==> src/rtl/hrsp_pkg.sv <==
package hrsp_pkg;

  typedef enum logic [1:0] {
    ST_IDLE = 2'd0,
    ST_ARM  = 2'd1,
    ST_SEND = 2'd2,
    ST_COOL = 2'd3
  } hrsp_state_t;

  // Internal edge (enable-assert edge = 0) of the last peripheral sample.
  function automatic int last_sample_edge(input int word_w);
    return 4 * (word_w - 1) + 2;
  endfunction

  // Edge on which enable is released.
  function automatic int release_edge(input int word_w, input int tail_ref);
    return last_sample_edge(word_w) + 2 * tail_ref;
  endfunction

  // Earliest edge on which the next enable assertion may occur.
  function automatic int reopen_edge(input int word_w, input int tail_ref,
                                     input int gap_ref);
    return release_edge(word_w, tail_ref) + 2 * gap_ref;
  endfunction

  // True when the edge following slot value s must advance the data bit.
  function automatic logic is_shift_slot(input int s, input int word_w);
    return (s >= 4) && (s <= 4 * (word_w - 1)) && ((s % 4) == 0);
  endfunction

endpackage

==> src/rtl/hrsp_sequencer.sv <==
module hrsp_sequencer #(
  parameter int WORD_W   = 7,
  parameter int TAIL_REF = 1,
  parameter int GAP_REF  = 2
) (
  input  logic clk,
  input  logic rst_n,
  input  logic rise_next,
  input  logic load_valid,
  output logic load_ready,
  output logic load_fire,
  output logic start_ev,
  output logic shift_ev,
  output logic release_ev,
  output logic en_n,
  output logic busy
);
  import hrsp_pkg::*;

  localparam int REL_EDGE    = release_edge(WORD_W, TAIL_REF);
  localparam int REOPEN_EDGE = reopen_edge(WORD_W, TAIL_REF, GAP_REF);
  localparam int CNT_W       = $clog2(REOPEN_EDGE + 1);

  hrsp_state_t      state;
  logic [CNT_W-1:0] slot;
  logic             reopen_ev;

  assign load_ready = (state == ST_IDLE);
  assign load_fire  = load_valid && load_ready;
  assign start_ev   = !rise_next && (load_fire || (state == ST_ARM));
  assign shift_ev   = (state == ST_SEND) && is_shift_slot(int'(slot), WORD_W);
  assign release_ev = (state == ST_SEND) && (slot == CNT_W'(REL_EDGE - 1));
  assign reopen_ev  = (state == ST_COOL) && (slot == CNT_W'(REOPEN_EDGE - 2));

  always_ff @(posedge clk or negedge rst_n) begin
    if (!rst_n) begin
      state <= ST_IDLE;
      slot  <= '0;
      en_n  <= 1'b1;
      busy  <= 1'b0;
    end else begin
      case (state)
        ST_IDLE: begin
          if (load_fire) begin
            slot <= '0;
            if (start_ev) begin
              state <= ST_SEND;
              en_n  <= 1'b0;
              busy  <= 1'b1;
            end else begin
              state <= ST_ARM;
            end
          end
        end
        ST_ARM: begin
          if (start_ev) begin
            state <= ST_SEND;
            slot  <= '0;
            en_n  <= 1'b0;
            busy  <= 1'b1;
          end
        end
        ST_SEND: begin
          slot <= slot + CNT_W'(1);
          if (release_ev) begin
            state <= ST_COOL;
            en_n  <= 1'b1;
            busy  <= 1'b0;
          end
        end
        ST_COOL: begin
          slot <= slot + CNT_W'(1);
          if (reopen_ev) state <= ST_IDLE;
        end
        default: state <= ST_IDLE;
      endcase
    end
  end

endmodule

==> src/rtl/hrsp_shifter.sv <==
module hrsp_shifter #(
  parameter int WORD_W = 7
) (
  input  logic              clk,
  input  logic              rst_n,
  input  logic              load_fire,
  input  logic [WORD_W-1:0] load_word,
  input  logic              start_ev,
  input  logic              shift_ev,
  input  logic              release_ev,
  output logic              sdo
);
  logic [WORD_W-1:0] word_q;
  logic [WORD_W-1:0] shreg;
  logic [WORD_W-1:0] src;

  assign src = load_fire ? load_word : word_q;
  assign sdo = shreg[WORD_W-1];

  always_ff @(posedge clk or negedge rst_n) begin
    if (!rst_n) begin
      word_q <= '0;
      shreg  <= '0;
    end else begin
      if (load_fire) word_q <= load_word;
      if (start_ev)        shreg <= src;
      else if (release_ev) shreg <= '0;
      else if (shift_ev)   shreg <= {shreg[WORD_W-2:0], 1'b0};
    end
  end

endmodule

==> src/rtl/hrsp_tx.sv <==
module hrsp_tx #(
  parameter int WORD_W   = 7,
  parameter int TAIL_REF = 1,
  parameter int GAP_REF  = 2
) (
  input  logic              clk,
  input  logic              rst_n,
  input  logic              rise_next,
  input  logic              load_valid,
  input  logic [WORD_W-1:0] load_word,
  output logic              load_ready,
  output logic              busy,
  output logic              en_n,
  output logic              sdo
);
  logic load_fire;
  logic start_ev;
  logic shift_ev;
  logic release_ev;

  hrsp_sequencer #(
    .WORD_W  (WORD_W),
    .TAIL_REF(TAIL_REF),
    .GAP_REF (GAP_REF)
  ) u_seq (
    .clk       (clk),
    .rst_n     (rst_n),
    .rise_next (rise_next),
    .load_valid(load_valid),
    .load_ready(load_ready),
    .load_fire (load_fire),
    .start_ev  (start_ev),
    .shift_ev  (shift_ev),
    .release_ev(release_ev),
    .en_n      (en_n),
    .busy      (busy)
  );

  hrsp_shifter #(
    .WORD_W(WORD_W)
  ) u_shf (
    .clk       (clk),
    .rst_n     (rst_n),
    .load_fire (load_fire),
    .load_word (load_word),
    .start_ev  (start_ev),
    .shift_ev  (shift_ev),
    .release_ev(release_ev),
    .sdo       (sdo)
  );

endmodule

==> config.mk <==
export PLATFORM = sky130hd
export DESIGN_NAME = hrsp_tx
export DESIGN_NICKNAME = d
export VERILOG_FILES = /design/src/rtl/hrsp_pkg.sv /design/src/rtl/hrsp_sequencer.sv /design/src/rtl/hrsp_shifter.sv /design/src/rtl/hrsp_tx.sv
export SDC_FILE = /design/constraint.sdc
export NUM_CORES = 1
export LEC_CHECK = 0
export ABC_AREA = 1
export BUFFER_PORTS_ARGS = -buffer_cell sky130_fd_sc_hd__buf_4
export CAP_MARGIN = 5
export CORE_UTILIZATION = 57
export DETAILED_ROUTE_END_ITERATION = 10
export PLACE_DENSITY = 0.81
export SYNTH_ARGS = -nofsm -noshare
export SYNTH_HDL_FRONTEND = slang
export SYNTH_SLANG_ARGS = --single-unit
==> constraint.sdc <==
create_clock -name clk -period 2.2 [get_ports clk]
set_input_delay 0 -clock clk [delete_from_list [all_inputs] [get_ports clk]]
set_output_delay 0 -clock clk [all_outputs]
set_load 0.02 [all_outputs]
==> out/metrics.csv, run 1 <==
metric,value,unit
measured slew at the worst slew-check pin,0.2994,ns
setup repair after global routing missed its margin,no,
Clock Tree Buf Depth,2,
wire length of the first global-routing pass,4795,um
worst setup slack before clock tree synthesis,0.3822,ns
maximum number of pins on one net before global-route repair,25,
final setup slack of the worst path,0.1904,ns
"post-synthesis share of cell area spent on full adders, half adders and majority gates",7.227,%
part of the total power dissipated in the clock network,16.0,%
maximum fanout along the worst path,9,
number of buffer and inverter stages on the critical path,2,
minimum clock period after layout,2.010,ns
Worst Hold Margin,0.04512,ns
slowest cell delay on critical path,0.56,ns
Critical Path Most Common Cell,sky130_fd_sc_hd__nand2_1,
count of state elements after synthesis,24,
Wirelength per Cell,12.56,um
element type at the critical path end,flop,
number of diodes added for antenna fixing,0,
Final Hold Vio Count,0,
drt first-iter violations,50,
Syn Std Cell Area,0.001385,mm2
detailed-route vias per instance,5.254,
synthesized-area fraction occupied by and/or/nand/nor cells,33.79,%
Overflow after GRT,0,
final weighted congestion of routability-driven global placement,0.8657,
Relative slew margins,80.04,%
Setup Skew,0.006775,ns
Post-Route Setup TNS,0,ns
required time of the critical path,2.47,ns
clock edge transition at the registers on the reported setup and hold paths,0.13,ns
clock insertion delay at the later pin of the skew report,0.33,ns
Max Clock Freq,497.6,MHz
sw power,0.8427,mW
combinational share of power,48.5,%
sequential share of power,35.5,%
global-route total usage across every layer,25.57,%
H-tree Lvls,1,
worst min-delay path category,in -> reg,
Area Growth Syn to Fin,21.59,%
first-pass iteration count of the detailed router,4,
Area contributors post-synth,"sky130_fd_sc_hd__dfrtp_1 42%, sky130_fd_sc_hd__nand2_1 17%, sky130_fd_sc_hd__ha_1 7.2%",
die outline height,51.30,um
die width,51.30,um
count of final setup violators,0,
total CTS buffers,3,
clock tree from TritonCTS,yes,
number of antenna violations at the first check in global routing,0,
maximum vdd drop,0.0006542,V
initial core utilization,61.43,%
Util after Layout,74.69,%
number of I/O pins,15,
syn_area_per_cell,7.870,um2
outcome,finished clean,
sequential cell area fraction in the yosys report,43.45,%
number of library cell types mapped by synthesis,23,
cell type with the highest aggregate area in the netlist,sky130_fd_sc_hd__dfrtp_1,
number of remaining DRC errors,0,
dpl hpwl,1988,um
crit path max-delay cell type,sky130_fd_sc_hd__dlygate4sd3_1,
post-synth net total,195,
Cell Rows,17,
cells after synthesis,176,
leakage power,0.8707,nW
final worst-path cycle share,91.34,%
switching share of total power,41.76,%
fraction of layout instances using a drive strength above 1,17.16,%
input/output buffers,14,
dominant combinational cell family by area after synthesis,simple AND/OR/NAND/NOR gates,
gate family responsible for the most delay along the worst path,buffers and inverters,
startpoint types,flop,
Synth top area share,41.55,%
Yosys Warn Count,0,
"sum of internal, switching and leakage power",2.018,mW
total via count after detailed routing,1219,
max-cap violations,0,
Core Footprint,0.002255,mm2
number of global-route vias before repair,1085,
"antenna viol nets, final",0,
critical path class,reg -> reg,
mux share of post-synthesis cell area,2.439,%
CTS Root Cell,sky130_fd_sc_hd__clkbuf_4,
XOR/XNOR Fraction of Synth Area,0,%
total internal power,1.175,mW
total count of max-transition violations in the final report,0,
buffers inserted during post-CTS setup optimization,0,
Power per Cell Area,1198,mW/mm2
final net count,224,
sink count of the clock tree,24,
data arrival time of the critical path,2.28,ns
drt total wl,2913,um
worst path cell trace,"inv_1, ha_2, nand3_1, dlygate4sd3_1, nand2_1, nand2_1, nand2_1, nand2_1, nand2_1",
die area,0.002631,mm2
share of the synthesized area in compound gates (AO/OA/AOI/OAI),5.420,%
[power by group through the flow]
stage               Combinational (mW)  Clock [mW]  Sequential (mW)
floorplan                        0.697           0            0.732
global placement                 0.888           0            0.723
detailed placement               0.912           0            0.728
CTS                              0.957       0.330            0.718
global route                      1.10       0.342            0.731
finish                           0.979       0.322            0.717
[final cells by class]
class | instances | area [um2]
Clock buffer | 3 | 22.52
Clock inverter | 1 | 30.03
Fill cell | 148 | 570.5
Inverter | 20 | 80.08
Multi-Input combinational cell | 129 | 679.4
Sequential cell | 24 | 601.8
Tap cell | 28 | 35.03
Timing Repair Buffer | 27 | 235.2
[kinds of logic after synthesis]
family | after synthesis
AOI/OAI and AO/OA | 15
adders and majority gates | 8
buffers and inverters | 23
DFF | 24
muxes | 2
and+or+nand+nor | 104
[per-layer routing]
metal,wire (um),track usage [%],vias up
li1,-,-,617
met1,1427,35.38,559
met2,1304,39.47,38
met3,134,4.167,5
met4,47,11.26,0
met5,0,0,-
[tightest hold or removal path, cell delays in order]
cell                      delay (ns)
sky130_fd_sc_hd__buf_4          0.15
sky130_fd_sc_hd__nand3_1        0.09
sky130_fd_sc_hd__nand2_1        0.09
[per-stage QoR]
stage | instance area [um2] | cells
6_report | 1684 | 232
5_1_grt | 1684 | 232
4_1_cts | 1682 | 232
3_5_place_dp | 1499 | 215
3_3_place_gp | 1499 | 215
2_1_floorplan | 1385 | 176
[cell usage after synthesis]
library cell                n
sky130_fd_sc_hd__o21ai_0    5
sky130_fd_sc_hd__nor2_2     2
sky130_fd_sc_hd__buf_6      1
sky130_fd_sc_hd__dfstp_2    1
sky130_fd_sc_hd__ha_1       8
sky130_fd_sc_hd__nand2_2    4
sky130_fd_sc_hd__inv_2      1
sky130_fd_sc_hd__mux2_2     1
sky130_fd_sc_hd__dfrtp_1   23
sky130_fd_sc_hd__inv_4      2
sky130_fd_sc_hd__nor2_1     9
sky130_fd_sc_hd__nor3_2     1
sky130_fd_sc_hd__nand2_1   64
sky130_fd_sc_hd__nand3b_1   1
sky130_fd_sc_hd__inv_1     17
sky130_fd_sc_hd__o21ai_1    7
sky130_fd_sc_hd__nand3_1   20
sky130_fd_sc_hd__nand3_2    1
sky130_fd_sc_hd__nand3_4    1
sky130_fd_sc_hd__a21oi_1    3
sky130_fd_sc_hd__buf_4      2
sky130_fd_sc_hd__mux2i_4    1
sky130_fd_sc_hd__nand2_4    1
[flip-flops by register name, indices dropped and copies added (netlist names)]
signal / count
u_seq.state: 2
u_seq.slot: 6
u_shf.shreg: 7
u_seq.busy: 1
u_seq.en_n: 1
u_shf.word_q: 7
[worst paths after layout]
kind | depth (start not counted) | from | slack [ns] | to
setup / recovery | 9 | u_seq.state[0] | 0.19 | u_shf.shreg[5]
max in group asynchronous | 2 | rst_n | 1.83 | u_seq.en_n
hold reg to reg | 2 | u_seq.en_n | 0.47 | u_seq.en_n
setup reg to reg | 9 | u_seq.state[0] | 0.19 | u_shf.shreg[5]
hold / removal | 3 | load_valid | 0.05 | u_shf.word_q[6]
min in group asynchronous | 2 | rst_n | 0.08 | u_seq.slot[0]
[cells in the final DEF (no fill, tap or decap), drive strengths merged]
master,count
mux2,1
nand2,69
bufinv,1
buf,14
ha,8
mux2i,1
dfstp,1
dlygate4sd3,13
a21oi,3
nor3,1
inv,20
o21ai,12
nand3,22
dfrtp,23
nor2,11
nand3b,1
clkbuf,3
[what timing repair did]
item,4_1_cts,5_1_grt
hold buffers,13,0
endpoints found under the hold margin,31,0
setup endpoints to repair,0,5
gates resized for setup,0,1
Note: power is estimated with default switching activity, not from simulation.
==> run 2, diff against run 1 <==
Settings changed: CORE_UTILIZATION 57 to 50, PLACE_DENSITY 0.81 to 0.73.
==> run 2 against run 1 <==
First-iteration DRC count decreased by 70%; largest power group unchanged; sequential power about the same; total power decreased by 7.8%; setup slack improved by 0.012 ns; core utilization decreased by 11 points.
==> out/metrics.csv, run 2 (synthesized netlist as in run 1, its figures left out) <==
metric,value,unit
final weighted congestion of routability-driven global placement,0.8290,
H-tree Lvls,1,
setup repair after global routing missed its margin,no,
clock tree from TritonCTS,yes,
count of final setup violators,0,
maximum number of pins on one net before global-route repair,25,
global-route total usage across every layer,22.15,%
die area,0.002984,mm2
final setup slack of the worst path,0.2026,ns
crit path max-delay cell type,sky130_fd_sc_hd__dlygate4sd3_1,
Worst Hold Launch,load_valid,
total of fill cells in the finished design,229,
critical path class,reg -> reg,
drt total wl,2654,um
fraction of layout instances using a drive strength above 1,16.92,%
initial core utilization,54.42,%
Power per Cell Area,1142,mW/mm2
Relative slew margins,80.07,%
total CTS buffers,3,
dpl hpwl,1991,um
Post-Place Cells,217,
final net count,221,
Clock Tree Buf Depth,2,
total count of max-transition violations in the final report,0,
die width,54.63,um
number of global-route vias before repair,1114,
first-pass iteration count of the detailed router,4,
clock insertion delay at the later pin of the skew report,0.31,ns
wire length of the first global-routing pass,4678,um
Wirelength per Cell,11.49,um
input/output buffers,14,
max-cap violations,0,
number of I/O pins,15,
Max Clock Freq,500.6,MHz
Critical Path Most Common Cell,sky130_fd_sc_hd__nand2_1,
most used cells in the layout excluding fill and tap cells,"64 x sky130_fd_sc_hd__nand2_1, 23 x sky130_fd_sc_hd__dfrtp_1, 20 x sky130_fd_sc_hd__nand3_1",
number of cells in the finished layout apart from fillers,231,
launching element of the worst setup path,u_seq.state[1],
most frequent standard cell in the layout excluding fill and tap cells,sky130_fd_sc_hd__nand2_1,
worst min-delay path category,in -> reg,
number of remaining DRC errors,0,
Final Hold Vio Count,0,
Post-Route Setup TNS,0,ns
startpoint types,flop,
element type at the critical path end,flop,
gate family responsible for the most delay along the worst path,buffers and inverters,
drt first-iter violations,15,
Sequential cell area,601.8,um2
minimum clock period after layout,1.997,ns
total via count after detailed routing,1131,
leakage power,0.8517,nW
CTS Root Cell,sky130_fd_sc_hd__clkbuf_4,
final worst-path cycle share,90.79,%
"sum of internal, switching and leakage power",1.861,mW
Area Growth Syn to Fin,17.71,%
die outline height,54.63,um
origin of the critical flop-to-flop path,u_seq.state[1],
maximum vdd drop,0.0007531,V
"antenna viol nets, final",0,
worst path cell trace,"inv_1, ha_2, nand3_1, dlygate4sd3_1, nand2_1, nand2_1, nand2_1, nand2_1, nand2_1",
buffers inserted during post-CTS setup optimization,0,
outcome,finished clean,
largest registers,"u_shf.shreg (7), u_shf.word_q (7), u_seq.slot (6)",
clock edge transition at the registers on the reported setup and hold paths,0.13,ns
maximum fanout along the worst path,9,
slowest cell delay on critical path,0.57,ns
Core Footprint,0.002545,mm2
detailed-route vias per instance,4.896,
data arrival time of the critical path,2.25,ns
number of buffer and inverter stages on the critical path,2,
Cell Rows,18,
worst setup slack before clock tree synthesis,0.3553,ns
Overflow after GRT,0,
measured slew at the worst slew-check pin,0.2989,ns
number of diodes added for antenna fixing,0,
Setup Skew,0.01281,ns
number of antenna violations at the first check in global routing,0,
area of the multi-input gates,679.4,um2
required time of the critical path,2.45,ns
sink count of the clock tree,24,
## run 2: layout make-up
class	count	share of cell area [%]
clock buffers	4	1.612
inverters	20	4.912
multi-input cells	129	41.67
flip-flops and latches	24	36.91
well taps	30	2.302
repair buffers	24	12.59
## run 2: worst reg2reg max path, cell delays in order, from the launching register on
cell and delay (ns):
sky130_fd_sc_hd__dfrtp_1 0.50, sky130_fd_sc_hd__inv_1 0.14, sky130_fd_sc_hd__ha_2 0.30, sky130_fd_sc_hd__nand3_1 0.10, sky130_fd_sc_hd__dlygate4sd3_1 0.57, sky130_fd_sc_hd__nand2_1 0.09
sky130_fd_sc_hd__nand2_1 0.06, sky130_fd_sc_hd__nand2_1 0.06, sky130_fd_sc_hd__nand2_1 0.05, sky130_fd_sc_hd__nand2_1 0.06
## run 2: repair_timing
action | in CTS | in global routing
hold endpoints to repair | 31 | 0
setup endpoints to repair | 0 | 2
resized for setup | 0 | 1
hold buffers | 10 | 0
## run 2: metrics by stage
step | util (%) | hold WS (ns) | instance area, um2
2_1_floorplan | - | -0.2956 | 1385
3_3_place_gp | 59.00 | -0.08519 | 1501
3_5_place_dp | 59.00 | -0.08452 | 1501
4_1_cts | 63.96 | 0.005538 | 1628
5_1_grt | 64.06 | 0.01303 | 1630
6_report | 64.06 | 0.01508 | 1630
## run 2: per-layer routing
| layer | part of all wire (%) | track usage [%] | routed length [um] | up-vias |
|---|---|---|---|---|
| met2 | 41 | 33.94 | 1087 | 23 |
| met3 | 5.2 | 6.944 | 139 | 2 |
| met4 | 0.49 | 5.983 | 13 | 0 |
| met1 | 53 | 29.95 | 1413 | 506 |
| met5 | 0 | 0 | 0 | - |
| li1 | - | - | - | 600 |
## run 2: where the power goes
group          internal (mW)  switching [mW]  leakage, nW
Combinational          0.365           0.581        0.529
Sequential             0.612           0.108        0.308
Clock                 0.0708           0.124       0.0150
## run 2: worst paths after layout
| path | end | depth (start not counted) | slack, ns |
|---|---|---|---|
| worst min register to register | u_seq.en_n | 2 | 0.47 |
| worst min-delay path | u_shf.word_q[4] | 3 | 0.02 |
| worst max register to register | u_shf.shreg[3] | 9 | 0.20 |
| min in group asynchronous | u_seq.slot[0] | 2 | 0.10 |
| max in group asynchronous | u_seq.en_n | 2 | 1.80 |
| worst max-delay path | u_shf.shreg[3] | 9 | 0.20 |
